**config.mk**
```make
export PLATFORM = sky130hd
export DESIGN_NAME = mb_pipe_seq
export DESIGN_NICKNAME = d
export VERILOG_FILES = /design/src/rtl/mbp_pkg.sv /design/src/rtl/mbp_done_track.sv /design/src/rtl/mbp_slot_eval.sv /design/src/rtl/mb_pipe_seq.sv
export SDC_FILE = /design/constraint.sdc
export NUM_CORES = 1
export LEC_CHECK = 0
export BUFFER_PORTS_ARGS = -buffer_cell sky130_fd_sc_hd__buf_2
export CAP_MARGIN = 20
export CELL_PAD_IN_SITES_DETAIL_PLACEMENT = 1
export CELL_PAD_IN_SITES_GLOBAL_PLACEMENT = 1
export CORE_UTILIZATION = 39
export DETAILED_ROUTE_END_ITERATION = 8
export PLACE_DENSITY_LB_ADDON = 0.1
export RECOVER_POWER = 100
export SETUP_SLACK_MARGIN = 0.3
export SKIP_CTS_REPAIR_TIMING = 1
export SLEW_MARGIN = 15
export SYNTH_ARGS = -nofsm -noshare
export SYNTH_HDL_FRONTEND = slang
export SYNTH_SLANG_ARGS = --single-unit
```
**constraint.sdc**
```tcl
create_clock -name clk -period 4.3 [get_ports clk]
set_input_delay 0.645 -clock clk [delete_from_list [all_inputs] [get_ports clk]]
set_output_delay 0.645 -clock clk [all_outputs]
set_load 0.05 [all_outputs]
```
**src/rtl/mbp_pkg.sv**
```systemverilog
// Package: shared constants and the slot state type of the macroblock
// pipeline sequencer. Assumes exactly five engines in fixed pipeline order.
package mbp_pkg;

    localparam int NSTG    = 5;
    localparam int STG_W   = 3;
    localparam int ENG_IN  = 0;
    localparam int ENG_MC  = 1;
    localparam int ENG_VM  = 2;
    localparam int ENG_DB  = 3;
    localparam int ENG_OUT = 4;

    typedef enum logic [2:0] {
        SLT_IDLE = 3'd0,
        SLT_CFG  = 3'd1,
        SLT_WAIT = 3'd2,
        SLT_GO   = 3'd3,
        SLT_LAST = 3'd4
    } slot_state_t;

endpackage

```
**src/rtl/mbp_done_track.sv**
```systemverilog
// Module: per-engine pending-completion flags.
// A rising edge on an engine's done input sets its flag.
// The sequencer's consume strobe clears it.
// Assumes one outstanding job per engine, so a set and a clear on the same
// engine never collide.
module mbp_done_track #(
    parameter int N = 5
) (
    input  logic         clk,
    input  logic         rst_n,
    input  logic [N-1:0] done_i,
    input  logic [N-1:0] consume_i,
    output logic [N-1:0] pend_o
);

    logic [N-1:0] done_q;

    for (genvar g = 0; g < N; g++) begin : g_eng
        // Capture a rising done edge and hold it until consumed.
        always_ff @(posedge clk) begin
            if (!rst_n) begin
                done_q[g] <= 1'b0;
                pend_o[g] <= 1'b0;
            end else begin
                done_q[g] <= done_i[g];
                pend_o[g] <= (pend_o[g] & ~consume_i[g]) | (done_i[g] & ~done_q[g]);
            end
        end

        // a completion is consumed only when one is pending.
        a_r3_consume_pending: assert property (@(posedge clk) disable iff (!rst_n)
            consume_i[g] |-> pend_o[g]);
    end

endmodule

```
**src/rtl/mbp_slot_eval.sv**
```systemverilog
// Module: combinational slot decision for one (step, engine) pair.
// It derives the engine's macroblock index and whether the engine is active.
// It also decides whether the engine does work, whether it must wait for the
// previous macroblock, and whether this is the final macroblock.
// Assumes step < total + NSTG - 1.
module mbp_slot_eval
    import mbp_pkg::*;
#(
    parameter int MB_W   = 12,
    parameter int STEP_W = MB_W + 1
) (
    input  logic [STEP_W-1:0] step_i,
    input  logic [STG_W-1:0]  stage_i,
    input  logic [MB_W-1:0]   total_i,
    input  logic              slice_p_i,
    input  logic              cur_inter_i,
    input  logic              prev_inter_i,
    output logic              active_o,
    output logic              work_o,
    output logic              need_wait_o,
    output logic              last_o,
    output logic [MB_W-1:0]   mb_idx_o
);

    logic [STEP_W-1:0] stage_ext;
    logic [STEP_W-1:0] diff;
    logic [STEP_W-1:0] diff_p1;
    logic              is_mc;
    logic              in_range;

    // Map the step onto this engine's macroblock and qualify the slot.
    always_comb begin
        stage_ext   = STEP_W'(stage_i);
        diff        = step_i - stage_ext;
        diff_p1     = diff + STEP_W'(1);
        is_mc       = (stage_i == STG_W'(ENG_MC));
        in_range    = (step_i >= stage_ext) && (diff < STEP_W'(total_i));
        active_o    = in_range && (!is_mc || slice_p_i);
        work_o      = active_o && (!is_mc || cur_inter_i);
        need_wait_o = active_o && (diff != '0) && (!is_mc || prev_inter_i);
        last_o      = active_o && (diff_p1 == STEP_W'(total_i));
        mb_idx_o    = diff[MB_W-1:0];
    end

endmodule

```
**src/rtl/mb_pipe_seq.sv**
```systemverilog
// Module: top of the macroblock pipeline sequencer.
// The slot machine walks the steps and, within each step, the engines in
// pipeline order. Each active slot configures its engine, waits for the
// previous macroblock if needed, starts the engine, and for the final
// macroblock waits for its completion.
// Assumes inter_i answers inter_idx_o combinationally in the same cycle.
// Assumes engine done inputs are pulses or levels whose rising edge marks
// completion.
module mb_pipe_seq
    import mbp_pkg::*;
#(
    parameter int MB_W = 12
) (
    input  logic              clk,
    input  logic              rst_n,
    input  logic              frame_start_i,
    input  logic [MB_W-1:0]   total_mbs_i,
    input  logic              slice_is_p_i,
    output logic [MB_W-1:0]   inter_idx_o,
    input  logic              inter_i,
    input  logic [NSTG-1:0]   eng_done_i,
    output logic [NSTG-1:0]   eng_cfg_o,
    output logic [NSTG-1:0]   eng_go_o,
    output logic [MB_W-1:0]   act_mb_o,
    output logic              entropy_req_o,
    output logic              busy_o,
    output logic              frame_done_o
);

    localparam int STEP_W = MB_W + 1;

    slot_state_t       state;
    logic [STEP_W-1:0] step;
    logic [STG_W-1:0]  stage;
    logic [MB_W-1:0]   total_q;
    logic              slice_q;
    logic              prev_inter_q;
    logic [STEP_W-1:0] end_step;
    logic [NSTG-1:0]   pend;
    logic [NSTG-1:0]   consume;
    logic              active, work, need_wait, is_last;
    logic              adv;
    logic [STG_W-1:0]  stage_nxt;

    mbp_slot_eval #(.MB_W(MB_W), .STEP_W(STEP_W)) u_eval (
        .step_i      (step),
        .stage_i     (stage),
        .total_i     (total_q),
        .slice_p_i   (slice_q),
        .cur_inter_i (inter_i),
        .prev_inter_i(prev_inter_q),
        .active_o    (active),
        .work_o      (work),
        .need_wait_o (need_wait),
        .last_o      (is_last),
        .mb_idx_o    (act_mb_o)
    );

    mbp_done_track #(.N(NSTG)) u_done (
        .clk      (clk),
        .rst_n    (rst_n),
        .done_i   (eng_done_i),
        .consume_i(consume),
        .pend_o   (pend)
    );

    // Decode per-engine pulses, completion consumption and the slot-advance condition.
    always_comb begin
        end_step    = STEP_W'(total_q) + STEP_W'(NSTG - 1);
        inter_idx_o = step[MB_W-1:0] - MB_W'(1);
        stage_nxt   = stage + STG_W'(1);
        eng_cfg_o   = '0;
        eng_go_o    = '0;
        consume     = '0;
        adv         = 1'b0;
        case (state)
            SLT_CFG: begin
                eng_cfg_o[stage] = work;
                adv              = !active;
            end
            SLT_WAIT: begin
                consume[stage] = need_wait && pend[stage];
            end
            SLT_GO: begin
                eng_go_o[stage] = work;
                adv             = !(work && is_last);
            end
            SLT_LAST: begin
                consume[stage] = pend[stage];
                adv            = pend[stage];
            end
            default: ;
        endcase
    end

    // Slot state machine, step/stage counters and latched frame parameters.
    always_ff @(posedge clk) begin
        if (!rst_n) begin
            state         <= SLT_IDLE;
            step          <= '0;
            stage         <= '0;
            total_q       <= '0;
            slice_q       <= 1'b0;
            prev_inter_q  <= 1'b0;
            entropy_req_o <= 1'b0;
            frame_done_o  <= 1'b0;
        end else begin
            entropy_req_o <= (state == SLT_GO) && work && (stage == STG_W'(ENG_DB));
            frame_done_o  <= 1'b0;
            if (state == SLT_GO && active && stage == STG_W'(ENG_MC)) begin
                prev_inter_q <= inter_i;
            end
            if (state == SLT_IDLE) begin
                if (frame_start_i) begin
                    total_q      <= total_mbs_i;
                    slice_q      <= slice_is_p_i;
                    prev_inter_q <= 1'b0;
                    step         <= '0;
                    stage        <= '0;
                    state        <= SLT_CFG;
                end
            end else if (adv) begin
                if (stage == STG_W'(NSTG - 1)) begin
                    stage <= '0;
                    if (step + STEP_W'(1) == end_step) begin
                        state        <= SLT_IDLE;
                        frame_done_o <= 1'b1;
                    end else begin
                        step  <= step + STEP_W'(1);
                        state <= SLT_CFG;
                    end
                end else begin
                    stage <= stage_nxt;
                    state <= SLT_CFG;
                end
            end else if (state == SLT_CFG) begin
                state <= SLT_WAIT;
            end else if (state == SLT_WAIT) begin
                if (!need_wait || pend[stage]) state <= SLT_GO;
            end else if (state == SLT_GO) begin
                state <= SLT_LAST;
            end
        end
    end

    assign busy_o = (state != SLT_IDLE);

    // the engine strobes are mutually exclusive.
    a_r11_one_pulse: assert property (@(posedge clk) disable iff (!rst_n)
        $onehot0({eng_cfg_o, eng_go_o}));

    // the end-of-frame pulse comes with the sequencer idle and lasts one cycle.
    a_r8_done_idle: assert property (@(posedge clk) disable iff (!rst_n)
        frame_done_o |-> !busy_o);
    a_r8_done_single: assert property (@(posedge clk) disable iff (!rst_n)
        frame_done_o |=> !frame_done_o);

    // an entropy request always follows a deblocking start.
    a_r7_entropy_after_db: assert property (@(posedge clk) disable iff (!rst_n)
        entropy_req_o |-> $past(eng_go_o[ENG_DB]));

    // while the final job is outstanding, no engine is strobed.
    a_r4_last_quiet: assert property (@(posedge clk) disable iff (!rst_n)
        (state == SLT_LAST) |-> (eng_cfg_o == '0 && eng_go_o == '0));

endmodule

```
==> summary.md <==
| Metric | Value |
|---|---|
| Status | `complete, but fails checks` |
| Violated checks | `negative setup slack` |
| Clock root cell | `clkbuf_8` |
| Max_slew headroom | `33.0%` |
| CP startpoint kind | `register` |
| Initial antenna violation count | `0` |
| Clock Path Buffers | `2` |
| # diodes | `0` |
| Worst Hold Class | `reg2reg` |
| Clock transition at path regs | `0.10 ns` |
| Seq/Total Area, Yosys | `21.3%` |
| H-tree levels | `2` |
| Crit path required time | `3.65 ns` |
| Setup TNS | `-1.89 ns` |
| Core box area | `10400 um^2` |
| Via density | `5.87` |
| Fin crit share | `105%` |
| Crit path capture | `eng_go_o[2]` |
| Commonest cells in the netlist | `71 x nand2_1, 45 x dfxtp_1, 42 x nor2_1, 37 x xnor2_1, 34 x inv_1` |
| Die X-Extent | `106 um` |
| Seq cells post-synth | `45` |
| WS Path Type | `reg2out` |
| Tot GR Track Use | `28.8%` |
| Final Wtd Congestion | `0.944` |
| Slew @ Worst Pin | `1.00 ns` |
| Main area contributors after synthesis | `dfxtp_1 21%, xnor2_1 7.6%, ha_1 7.1%` |
| Final core utilization | `53.9%` |
| Ys Warns | `0` |
| Final hold vios | `0` |
| Crit path capture type | `primary output` |
| First-pass GRT wire length | `25000 um` |
| Clock sink total | `45` |
| Worst path cell trace | `clkinvlp_4, ha_4, fa_2, nand2b_4, nand3_4, xor2_4, inv_4, ha_4, a21o_1, a21o_1, a221o_1, o21ai_2, nand3_2, nor2_4, o211ai_1, buf_4, nor2_4, buf_6` |
| FF-to-FF setup slack | `0.15 ns` |
| Max-cap viol count | `0` |
| Io pins | `59` |
| Asr flop ratio synth | `0%` |
| Pwr dens | `460 nW/um^2` |
| Pin count of the biggest net entering global routing | `22` |
| Final setup margin | `-0.229 ns` |
| HP Start | `u_done.done_q[3]` |
| Die Area | `11300 um^2` |
| Die Y-Extent | `106 um` |
| Worst IR drop on VDD | `0.509 mV` |
| Slowest CP cell | `dfxtp_2` |
| Layout Nets | `703` |
| Pre-CTS setup slack | `-0.0858 ns` |
| Congestion Overflow GR | `0` |
| Area Overhead vs Synth | `32.6%` |
| Standard-cell rows | `37` |
| Cells after synthesis | `556` |
| Worst-path maximum fanout | `5` |
| Port Buf Inserts | `58` |
| CP startpoint | `step[0]` |
| R2R cell count | `21` |
| Post-synth EDFFs | `0` |
| Initial Util | `40.7%` |
| Via count of the first global-routing pass | `4775` |
| R2r startpoint | `step[0]` |
| Netlist cell types | `74` |
| CTS tree | `built` |
| Unrepaired setup endpoints after global routing | `yes` |
| Final min period | `4.53 ns` |
| Final HPWL from detailed placement | `13000 um` |
| Mean Syn Cell Area | `7.62 um^2` |
| Antenna viol nets, final | `0` |
| Routed wire length | `16300 um` |
| Worst EP arrival | `3.88 ns` |
| Final Max Slew Viols | `0` |
| Most common cell in the synthesized netlist | `nand2_1` |
| DRT Pass-1 Iters | `5` |
| Layout cell share with drive strength beyond 1 | `29.1%` |
| Lkg Pwr | `2.15 nW` |
| CTS Buf Count | `5` |
| Vias | `4654` |
| Final setup fails | `10` |
| Total Power | `0.00258 W` |
| Synthesized area | `4240 um^2` |
| R2R Path End | `step[8]` |
| Max Freq | `221 MHz` |
| Fin Hold WS | `0.425 ns` |
| DRC | `0` |
| Syn_nets | `603` |
| Initial DRC count | `189` |
| Routed WL per cell | `20.6 um` |
| Yosys top cell area share | `21.3%` |
| Main synth FF type | `dfxtp_1` |
| Max stage delay on crit path | `0.36 ns` |
| Cell taking the most area after synthesis | `dfxtp_1` |
| Clock skew | `0.00907 ns` |
| Latest clock arrival within the worst-skew pair | `0.32 ns` |
==> power by group <==
group	internal (W)	switching, W
combinational	0.000706	0.00106
sequential	0.000460	0.0000736
clock	0.000115	0.000165
total	0.00128	0.00130
==> flip-flops by register name, summed over array words and instances (netlist names) <==
| name | flops |
|---|---|
| u_done.pend_o | 5 |
| prev_inter_q | 1 |
| entropy_req_o | 1 |
| frame_done_o | 1 |
| total_q | 12 |
| stage | 3 |
| slice_q | 1 |
| state | 3 |
| u_done.done_q | 5 |
| step | 13 |
==> layer usage <==
| metal | global-route usage [%] | vias up | part of all wire [%] |
|---|---|---|---|
| li1 | - | 2191 | - |
| met1 | 34.6 | 2276 | 41 |
| met2 | 50.1 | 140 | 49 |
| met3 | 4.60 | 47 | 4.8 |
| met4 | 12.9 | 0 | 4.4 |
| met5 | 0 | - | 0 |
==> cell families (layout without fill, tap and decap cells) <==
| kind of cell | after synthesis | in the layout | share of synthesized area, % |
|---|---|---|---|
| simple gates | 229 | 229 | 27.4 |
| compound gates | 125 | 125 | 22.2 |
| buf+inv | 68 | 169 | 6.91 |
| xor+xnor | 60 | 60 | 13.7 |
| flops | 45 | 45 | 21.3 |
| fa+ha+maj | 25 | 25 | 7.56 |
| mux | 4 | 4 | 0.945 |
==> critical path: cells and delay by family (launching register included) <==
family | cells | cell delay, ns
AO/OA/AOI/OAI | 5 | 0.97
XOR/XNOR | 1 | 0.20
adder cells (fa/ha/maj) | 3 | 0.73
buffers and inverters | 4 | 0.57
flip-flops | 1 | 0.36
AND/OR/NAND/NOR | 5 | 0.74
==> worst min path at each step <==
| stage | endpoint | slack [ns] | cells after the start |
|---|---|---|---|
| after floorplan | u_done.pend_o[0] | 0.40 | 1 |
| final | u_done.pend_o[3] | 0.43 | 1 |
| after global placement | u_done.pend_o[3] | 0.41 | 1 |
| after detailed placement | u_done.pend_o[3] | 0.41 | 1 |
| after CTS | u_done.pend_o[3] | 0.43 | 1 |
| after global routing | u_done.pend_o[0] | 0.45 | 1 |
==> cell type report <==
type / count / area [um^2]
clock inverter: 2 / 15.0
clock buffer: 6 / 72.6
tap: 136 / 170
sequential: 45 / 911
timing repair buffer: 126 / 885
fill: 1296 / 4800
inverter: 35 / 149
multi-input combinational: 443 / 3420
==> stage by stage <==
step	cell area (um^2)	std cells
2_1_floorplan	4510	556
3_3_place_gp	5240	775
3_5_place_dp	5240	775
4_1_cts	5330	783
5_1_grt	5620	793
6_report	5620	793
==> layout by cell type (no fill, tap or decap), types with 5 or more instances in the layout <==
cell and n:
nand2_1 70, clkbuf_1 18, ha_1 16, nor3_1 16, nand2b_1 8, nand3_1 25
inv_1 26, a21o_1 6, a21oi_1 21, o211ai_1 25, nor2_1 32, dfxtp_2 5
or3_1 6, clkbuf_8 5, xnor2_1 34, nor2_4 9, nand4_1 5, xor2_1 15
nor4_1 8, dfxtp_1 39, o21ai_0 14, buf_2 31, buf_6 10, ha_4 7
buf_4 63, o31ai_1 11
Power figures use the tool's default switching activity.
